File: src/rtl/fifo_alert_pkg.sv
package fifo_alert_pkg;

    localparam int unsigned FIFO_DEPTH = 64;
    localparam int unsigned BYTE_W     = 8;

    // Per-cycle control decoded at the top and shared by the submodules.
    typedef struct packed {
        logic push;     // accepted write
        logic pop;      // accepted read of a stored byte
        logic drain;    // read of an empty buffer, yields zero
        logic ovf_set;  // write refused because buffer is full
        logic flush;    // empty buffer, clear error
    } fifo_ops_t;

    function automatic int unsigned ptr_bits(input int unsigned depth);
        return (depth > 1) ? $clog2(depth) : 1;
    endfunction

    function automatic int unsigned cnt_bits(input int unsigned depth);
        return $clog2(depth + 1);
    endfunction

endpackage

File: src/rtl/fifo_store.sv
module fifo_store
    import fifo_alert_pkg::*;
#(
    parameter int unsigned DEPTH  = FIFO_DEPTH,
    parameter int unsigned DATA_W = BYTE_W
) (
    input  logic              clk,
    input  logic              rst,
    input  fifo_ops_t         ops,
    input  logic [DATA_W-1:0] wdata,
    output logic [DATA_W-1:0] rdata
);
    localparam int unsigned PTR_W = ptr_bits(DEPTH);

    logic [DATA_W-1:0] mem [DEPTH];
    logic [PTR_W-1:0]  wptr, rptr;

    function automatic logic [PTR_W-1:0] bump(input logic [PTR_W-1:0] p);
        return (p == PTR_W'(DEPTH - 1)) ? '0 : p + 1'b1;
    endfunction

    always_ff @(posedge clk) begin
        if (ops.push) mem[wptr] <= wdata;
    end

    always_ff @(posedge clk) begin
        if (rst) begin
            wptr  <= '0;
            rptr  <= '0;
            rdata <= '0;
        end else if (ops.flush) begin
            wptr <= '0;
            rptr <= '0;
        end else begin
            if (ops.push) wptr <= bump(wptr);
            if (ops.pop) begin
                rdata <= mem[rptr];
                rptr  <= bump(rptr);
            end else if (ops.drain) begin
                rdata <= '0;
            end
        end
    end

endmodule

File: src/rtl/fifo_level.sv
module fifo_level
    import fifo_alert_pkg::*;
#(
    parameter int unsigned DEPTH = FIFO_DEPTH,
    parameter int unsigned LVL_W = cnt_bits(DEPTH)
) (
    input  logic             clk,
    input  logic             rst,
    input  fifo_ops_t        ops,
    output logic [LVL_W-1:0] level,
    output logic             ovf
);
    always_ff @(posedge clk) begin
        if (rst || ops.flush) begin
            level <= '0;
        end else begin
            unique case ({ops.push, ops.pop})
                2'b10:   level <= level + 1'b1;
                2'b01:   level <= level - 1'b1;
                default: level <= level;
            endcase
        end
    end

    always_ff @(posedge clk) begin
        if (rst || ops.flush) ovf <= 1'b0;
        else if (ops.ovf_set) ovf <= 1'b1;
    end

    assert_level_bound_R2: assert property (@(posedge clk) disable iff (rst)
        level <= LVL_W'(DEPTH));

    assert_ovf_sticky_R5: assert property (@(posedge clk) disable iff (rst)
        (ovf && !ops.flush) |=> ovf);

    assert_flush_clears_R6: assert property (@(posedge clk) disable iff (rst)
        ops.flush |=> (level == '0 && !ovf));

endmodule

File: src/rtl/fifo_alert.sv
module fifo_alert
    import fifo_alert_pkg::*;
#(
    parameter int unsigned DEPTH = FIFO_DEPTH,
    parameter int unsigned PTR_W = ptr_bits(DEPTH),
    parameter int unsigned LVL_W = cnt_bits(DEPTH)
) (
    input  logic             clk,
    input  logic             rst,
    input  logic [LVL_W-1:0] level,
    input  logic [PTR_W-1:0] water,
    input  logic             hi_clr,
    input  logic             lo_clr,
    output logic             hi_alert,
    output logic             lo_alert,
    output logic             hi_irq,
    output logic             lo_irq
);
    localparam int unsigned NCH = 2;

    logic [LVL_W-1:0] free_cnt;
    logic [LVL_W-1:0] water_x;
    logic [NCH-1:0]   alert_v, clr_v, irq_v;

    assign water_x  = LVL_W'(water);
    assign free_cnt = LVL_W'(DEPTH) - level;
    assign hi_alert = (free_cnt <= water_x);
    assign lo_alert = (level <= water_x);

    assign alert_v = {lo_alert, hi_alert};
    assign clr_v   = {lo_clr, hi_clr};
    assign hi_irq  = irq_v[0];
    assign lo_irq  = irq_v[1];

    for (genvar k = 0; k < NCH; k++) begin : g_irq
        logic prev_r, irq_r;
        always_ff @(posedge clk) begin
            prev_r <= alert_v[k];
            if (rst) irq_r <= 1'b0;
            else if (alert_v[k] && !prev_r) irq_r <= 1'b1;
            else if (clr_v[k]) irq_r <= 1'b0;
        end
        assign irq_v[k] = irq_r;

        assert_irq_set_R9: assert property (@(posedge clk) disable iff (rst)
            $rose(alert_v[k]) |=> irq_v[k]);
        assert_irq_hold_R9: assert property (@(posedge clk) disable iff (rst)
            (irq_v[k] && !clr_v[k]) |=> irq_v[k]);
        assert_irq_clear_R9: assert property (@(posedge clk) disable iff (rst)
            (clr_v[k] && !$rose(alert_v[k])) |=> !irq_v[k]);
    end

endmodule

File: src/rtl/txrx_byte_fifo.sv
module txrx_byte_fifo
    import fifo_alert_pkg::*;
#(
    parameter int unsigned DEPTH  = FIFO_DEPTH,
    parameter int unsigned DATA_W = BYTE_W,
    parameter int unsigned PTR_W  = ptr_bits(DEPTH),
    parameter int unsigned LVL_W  = cnt_bits(DEPTH)
) (
    input  logic              clk,
    input  logic              rst,
    input  logic              wr_en,
    input  logic [DATA_W-1:0] wr_data,
    input  logic              rd_en,
    output logic [DATA_W-1:0] rd_data,
    input  logic              flush,
    input  logic [PTR_W-1:0]  water_lvl,
    input  logic              hi_irq_clr,
    input  logic              lo_irq_clr,
    output logic [LVL_W-1:0]  level,
    output logic              empty,
    output logic              full,
    output logic              hi_alert,
    output logic              lo_alert,
    output logic              hi_irq,
    output logic              lo_irq,
    output logic              ovfl_err
);
    fifo_ops_t ops;

    assign empty = (level == '0);
    assign full  = (level == LVL_W'(DEPTH));

    always_comb begin
        ops         = '0;
        ops.flush   = flush;
        ops.push    = wr_en && !full  && !flush;
        ops.ovf_set = wr_en &&  full  && !flush;
        ops.pop     = rd_en && !empty && !flush;
        ops.drain   = rd_en &&  empty && !flush;
    end

    fifo_store #(.DEPTH(DEPTH), .DATA_W(DATA_W)) u_store (
        .clk(clk), .rst(rst), .ops(ops), .wdata(wr_data), .rdata(rd_data)
    );

    fifo_level #(.DEPTH(DEPTH), .LVL_W(LVL_W)) u_level (
        .clk(clk), .rst(rst), .ops(ops), .level(level), .ovf(ovfl_err)
    );

    fifo_alert #(.DEPTH(DEPTH), .PTR_W(PTR_W), .LVL_W(LVL_W)) u_alert (
        .clk(clk), .rst(rst), .level(level), .water(water_lvl),
        .hi_clr(hi_irq_clr), .lo_clr(lo_irq_clr),
        .hi_alert(hi_alert), .lo_alert(lo_alert),
        .hi_irq(hi_irq), .lo_irq(lo_irq)
    );

    assert_full_write_drop_R4: assert property (@(posedge clk) disable iff (rst)
        (wr_en && full && !rd_en && !flush) |=> (full && ovfl_err));

    assert_empty_read_R7: assert property (@(posedge clk) disable iff (rst)
        (rd_en && !wr_en && empty && !flush) |=> (empty && rd_data == '0));

    assert_simul_level_R8: assert property (@(posedge clk) disable iff (rst)
        (rd_en && wr_en && !empty && !full && !flush) |=> $stable(level));

endmodule

File: config.mk
export PLATFORM = sky130hd
export DESIGN_NAME = txrx_byte_fifo
export DESIGN_NICKNAME = d
export VERILOG_FILES = /design/src/rtl/fifo_alert_pkg.sv /design/src/rtl/fifo_store.sv /design/src/rtl/fifo_level.sv /design/src/rtl/fifo_alert.sv /design/src/rtl/txrx_byte_fifo.sv
export SDC_FILE = /design/constraint.sdc
export NUM_CORES = 1
export LEC_CHECK = 0
export ABC_AREA = 0
export BUFFER_PORTS_ARGS = -buffer_cell sky130_fd_sc_hd__buf_2
export CORE_ASPECT_RATIO = 0.5
export CORE_UTILIZATION = 60
export DETAILED_ROUTE_END_ITERATION = 10
export GPL_TIMING_DRIVEN = 0
export PLACE_DENSITY_LB_ADDON = 0.3
export SLEW_MARGIN = 20
export SYNTH_ARGS = -nofsm -noshare
export SYNTH_HDL_FRONTEND = slang
export SYNTH_SLANG_ARGS = --single-unit
File: constraint.sdc
create_clock -name clk -period 8.6 [get_ports clk]
set_input_delay 1.29 -clock clk [delete_from_list [all_inputs] [get_ports clk]]
set_output_delay 1.29 -clock clk [all_outputs]
set_load 0.01 [all_outputs]
==> flow_summary.toml, run 1 <==
[cts]
cts_setup_buffers = 0
tritoncts = "done"
clk_latency_ps = 580
clkSlewWorstSetupHoldPaths_ps = 70
cts_root_buf = "clkbuf_16"
cts_max_level = 2
cts_resized = 0
clk_path_buf_depth = 3
cts_sinks = 550
holdBufCountCts = 0
numCtsBuffers = 46

[sta]
max_freq_mhz = 217
hold_viol = 0
fin_crit_ps = 4600
rsz0062_at_grt = "false"
slew_viol_final = 0
slew_headroom = 0.263
worstMarginPinSlew_ps = 1110
setup_violations = 0
fin_skew_ps = 20.2
min_period_over_period = 0.535
fin_setup_tns_ps = 0
hold_ws_ps = 479

[layout]
nets = 1254
layout_commonest_cell = "edfxtp_1"
instances_no_fill = 1729
syn_to_final_growth_pct = 11.2
mostFrequentLayoutCells = "edfxtp_1 (512), mux4_2 (137), nor2_1 (100), buf_2 (60), clkbuf_16 (49)"
drive_gt1_frac = 0.233
antenna_cells = 0
finalInstanceArea_um2 = 24300

[drt]
drtIter0Drc = 1588
route.detailed.vias_per_inst = 6.61
drt_wl_total_um = 50000
drc = 0
ant_nets = 0
drtPass1Iterations = 5
vias = 11400
wl_per_cell_um = 28.9

[place]
gp_congestion = 0.864
dp_hpwl_um = 31200
port_buffers = 42
place_inst = 1643
placed_area_um2 = 22600

[floorplanning]
core_area_um2 = 35100
num_io_pins = 43
die_width_um = 272
dieArea_um2 = 37200
initial_utilization = 0.621
num_rows = 48
die_y_um = 137

[yosys]
syn_inst = 1126
synthFlopType = "edfxtp_1"
syn-cell-area_um2 = 21800
ys_seq_area_frac = 0.740
yosysWarnings = 0
syn-mean-instance-area_um2 = 19.4
synth-edff-count = 512
synth_cell_type_count = 51
synth_seq_cells = 550
postSynth.asyncResetShare = 0
synthesis.nets = 1164

[critical_path]
path_cells = "clkbuf_1 -> inv_1 -> ha_1 -> nor3b_4 -> a311oi_4 -> ha_1 -> buf_1 -> xor2_1 -> ha_1 -> a21oi_1 -> and3b_1 -> a221oi_1 -> a31oi_1 -> or3_1 -> a21oi_1"
critical_path_required_ps = 9110
crit_path_top_delay_cell = "a311oi_4"
cp.arrival_ps = 5110
critPathTopFamily = "compound AO/OA/AOI/OAI gates"
max_stage_delay_ps = 700
path_buf_inv = 3
critPathCaptureType = "flop"
cp_common_cell = "ha_1"
crit_fanout = 11
critical_path_class = "flop to flop"
startpoint_type = "flop"

[global_route]
grt_antenna_before_repair = 1
grt_pass1_wl_um = 73100
overflow = 0
grt_max_degree = 65
grt_util_all_layers = 0.277
grt_pass1_vias = 11400

[job]
drv_cap = 0

[hold_path]
hold_path.class = "flop to flop"

[power]
irDropWorstVdd_v = 0.000174
p_leak_nw = 7.66
power.density_nw_per_um2 = 218

[outcome]
status = "complete, no violations"
[routing by layer]
layer,share of wire,GRT usage
met3,0.10,0.0700
met4,0.027,0.0840
met1,0.40,0.390
met5,0.00026,0
met2,0.47,0.435
[through the flow]
stage | utilization | total power [W] | worst slack, ps
6_report | 0.690 | 0.00528 | 4000
3_3_place_gp | 0.644 | 0.00307 | 3990
5_1_grt | 0.690 | 0.00539 | 3680
3_5_place_dp | 0.644 | 0.00308 | 3850
4_1_cts | 0.690 | 0.00528 | 4040
2_1_floorplan | - | 0.00302 | 4540
[area by class of cell]
type                            instances  area (um^2)
Clock buffer                           60         1290
Clock inverter                         26          338
Buffer                                 64          309
Fill cell                            2114        10900
Tap cell                              475          594
Inverter                               15         56.3
Sequential cell                       550        16100
Multi-Input combinational cell        497         5310
Timing Repair Buffer                   42          225
[cell families after synthesis]
group / share of synthesized area
AOI/OAI and AO/OA: 0.0360
xor gates and xnor gates: 0.00763
adders and majority gates: 0.00975
buffers and inverters: 0.0168
DFF: 0.740
muxes: 0.147
and+or+nand+nor: 0.0435
[cells in the mapped netlist (2+ instances only)]
cell      number  area [um^2]
nor3_1         3         15.0
nor2b_1       17          106
nand2_1       37          139
nand4_1        2         12.5
buf_2         24          120
o21bai_1       2         15.0
dfxtp_1       38          761
and2_1         4         25.0
nand2b_1       2         12.5
o21ai_0       10         50.1
inv_1         15         56.3
or3_1          5         31.3
ha_1          17          213
a22oi_1       32          240
nand3b_1       4         30.0
a221oi_1       9         78.8
xor2_1        11         96.3
nor2_1       100          375
a21o_1         4         30.0
edfxtp_1     512        15400
nor3b_1        3         22.5
nand3_1       15         75.1
xnor2_1        8         70.1
clkbuf_1      24         90.1
or2_2          2         12.5
or3b_2         2         17.5
o32ai_1        2         17.5
mux4_2       137         3090
a31oi_1        5         31.3
a21oi_1       24          120
and3b_1        3         26.3
o21a_1         3         22.5
buf_6          4         45.0
buf_4          2         15.0
mux2i_1       11          110
a211oi_1       9         67.6
a311oi_4       2         52.6
buf_1          9         33.8
[flip-flops by register name, summed over array words and instances, names as in the netlist, named ones only]
signal                cells
u_store.mem             512
u_store.rdata             8
u_level.level             7
u_store.rptr              6
u_store.wptr              6
u_alert.g_irq.prev_r      2
u_alert.hi_irq            1
u_alert.lo_irq            1
u_level.ovf               1
[worst min-delay path, stage by stage (launching register included)]
cell and delay, ps:
dfxtp_1 330, a31oi_1 40, nor2_1 70
[power by group]
part	internal [W]	total (W)	switching [W]
Clock	0.00130	0.00226	0.000952
Sequential	0.00292	0.00293	0.00000212
Combinational	0.0000254	0.0000977	0.0000723
Total	0.00425	0.00528	0.00103
[worst paths after layout]
check                                      start          endpoint  slack, ps  cells after the start
worst max register to register  u_level.level[1]  u_level.level[6]       4000                     15
worst min register to register       u_level.ovf       u_level.ovf        480                      2
worst min-delay path                 u_level.ovf       u_level.ovf        480                      2
worst max-delay path            u_level.level[1]  u_level.level[6]       4000                     15
(Power assumes the default switching activity.)
==> inputs of run 2 (changes only) <==
==> constraint.sdc (replaced) <==
create_clock -name clk -period 4.3 [get_ports clk]
set_input_delay 0.645 -clock clk [delete_from_list [all_inputs] [get_ports clk]]
set_output_delay 0.645 -clock clk [all_outputs]
set_load 0.01 [all_outputs]
==> flow_summary.toml, run 2 (same netlist as run 1, synthesis figures left out) <==
[outcome]
status = "complete, no violations"

[layout]
antenna_cells = 0
drive_gt1_frac = 0.236
mostFrequentLayoutCells = "edfxtp_1 (512), mux4_2 (137), nor2_1 (100), buf_2 (60), clkbuf_16 (49)"
utilization = 0.691
filler_cell_count = 2110
largest_reg_flops = 512
syn_to_final_growth_pct = 11.3
regMostFlops = "u_store.mem"
seq_area_um2 = 16100
reg_top3 = "u_store.mem x512, u_store.rdata x8, u_level.level x7"
layout_commonest_cell = "edfxtp_1"
multi_input_area_um2 = 5310
nets = 1257

[cts]
cts_max_level = 2
tritoncts = "done"
numCtsBuffers = 46
clk_path_buf_depth = 3
clk_latency_ps = 580
cts_root_buf = "clkbuf_16"
clkSlewWorstSetupHoldPaths_ps = 70
cts_sinks = 550
holdBufCountCts = 0

[floorplanning]
die_width_um = 272
initial_utilization = 0.621
dieArea_um2 = 37200
die_y_um = 137
num_io_pins = 43
num_rows = 48
core_area_um2 = 35100

[sta]
fin_crit_ps = 4010
max_freq_mhz = 249
min_period_over_period = 0.933
slew_viol_final = 0
slew_headroom = 0.255
worstMarginPinSlew_ps = 1120
hold_viol = 0
rsz0062_at_grt = "false"
fin_ws_ps = 288
hold_ws_ps = 346
fin_skew_ps = 25.4
setup_violations = 0
fin_setup_tns_ps = 0

[place]
gp_congestion = 0.864
port_buffers = 42
dp_hpwl_um = 31200
place_ws_ps = -231

[critical_path]
startpoint_type = "flop"
cp-startpoint = "u_level.level[0]"
r2r_start = "u_level.level[0]"
critical_path_required_ps = 4810
critical_path_class = "flop to flop"
cp.arrival_ps = 4520
crit_fanout = 10
critPathCaptureType = "flop"

[hold_path]
hp-start = "hi_irq_clr"
hold_path.class = "primary input to flop"

[drt]
drt_wl_total_um = 50000
vias = 11500
route.detailed.vias_per_inst = 6.63
drtIter0Drc = 1674
wl_per_cell_um = 28.9
drtPass1Iterations = 5
ant_nets = 0
drc = 0

[global_route]
grt_antenna_before_repair = 1
grt_max_degree = 65
grt_pass1_vias = 11500
grt_pass1_wl_um = 73100
grt_util_all_layers = 0.277
overflow = 0

[power]
p_leak_nw = 7.68
irDropWorstVdd_v = 0.000351
power.density_nw_per_um2 = 435

[job]
drv_cap = 0
[run 2: cell types whose count changed in the layout (fill, tap and decap cells not counted)]
cell and delta:
buf_4 +3, clkbuf_2 +2, buf_1 -1, clkbuf_1 -1
[run 2: metal layers]
metal  wire, um  track usage
met1      19600        0.389
met2      23600        0.436
met3       5590       0.0702
met4       1290       0.0865
met5         13            0
[run 2: repair_timing]
action                                  CTS  global route
endpoints found under the setup margin    2             2
resized for setup                         1             1
pin swaps                                 1             1
setup buffers                             1             2
[run 2: cell type report]
type | instances | area share
Buffer | 64 | 0.0128
Clock buffer | 60 | 0.0530
Clock inverter | 26 | 0.0139
Inverter | 15 | 0.00232
Multi-Input combinational cell | 497 | 0.219
Sequential cell | 550 | 0.665
Tap cell | 475 | 0.0245
Timing Repair Buffer | 45 | 0.0102
[run 2: worst paths after layout]
check                endpoint  slack [ps]  depth (start not counted)
max          u_level.level[6]         290                         15
min            u_alert.hi_irq         350                          3
max reg2reg  u_level.level[6]         290                         15
min reg2reg       u_level.ovf         480                          2
[run 2: worst max-delay path: stages (launching register included)]
cell and delay (ps):
dfxtp_1 520, inv_1 120, ha_1 240, nor3b_4 190, a311oi_4 330, inv_1 180
ha_1 310, clkbuf_2 240, xor2_1 190, ha_1 220, a21oi_1 240, and3b_1 220
a221oi_1 340, a31oi_1 150, or3_1 320, a21oi_1 130
[run 2: report_power, final]
part / leakage, nW / internal, W / switching (W) / total [W]
clock network: 0.805 / 0.00261 / 0.00191 / 0.00452
registers: 4.91 / 0.00585 / 0.00000429 / 0.00585
logic: 1.97 / 0.0000523 / 0.000145 / 0.000197
[run 2: stage by stage]
stage / instance area [um^2] / std cells / total power, W
2_1_floorplan: 21800 / 1126 / 0.00604
3_3_place_gp: 22600 / 1643 / 0.00615
3_5_place_dp: 22600 / 1643 / 0.00616
4_1_cts: 24200 / 1730 / 0.0106
5_1_grt: 24300 / 1732 / 0.0108
6_report: 24300 / 1732 / 0.0106
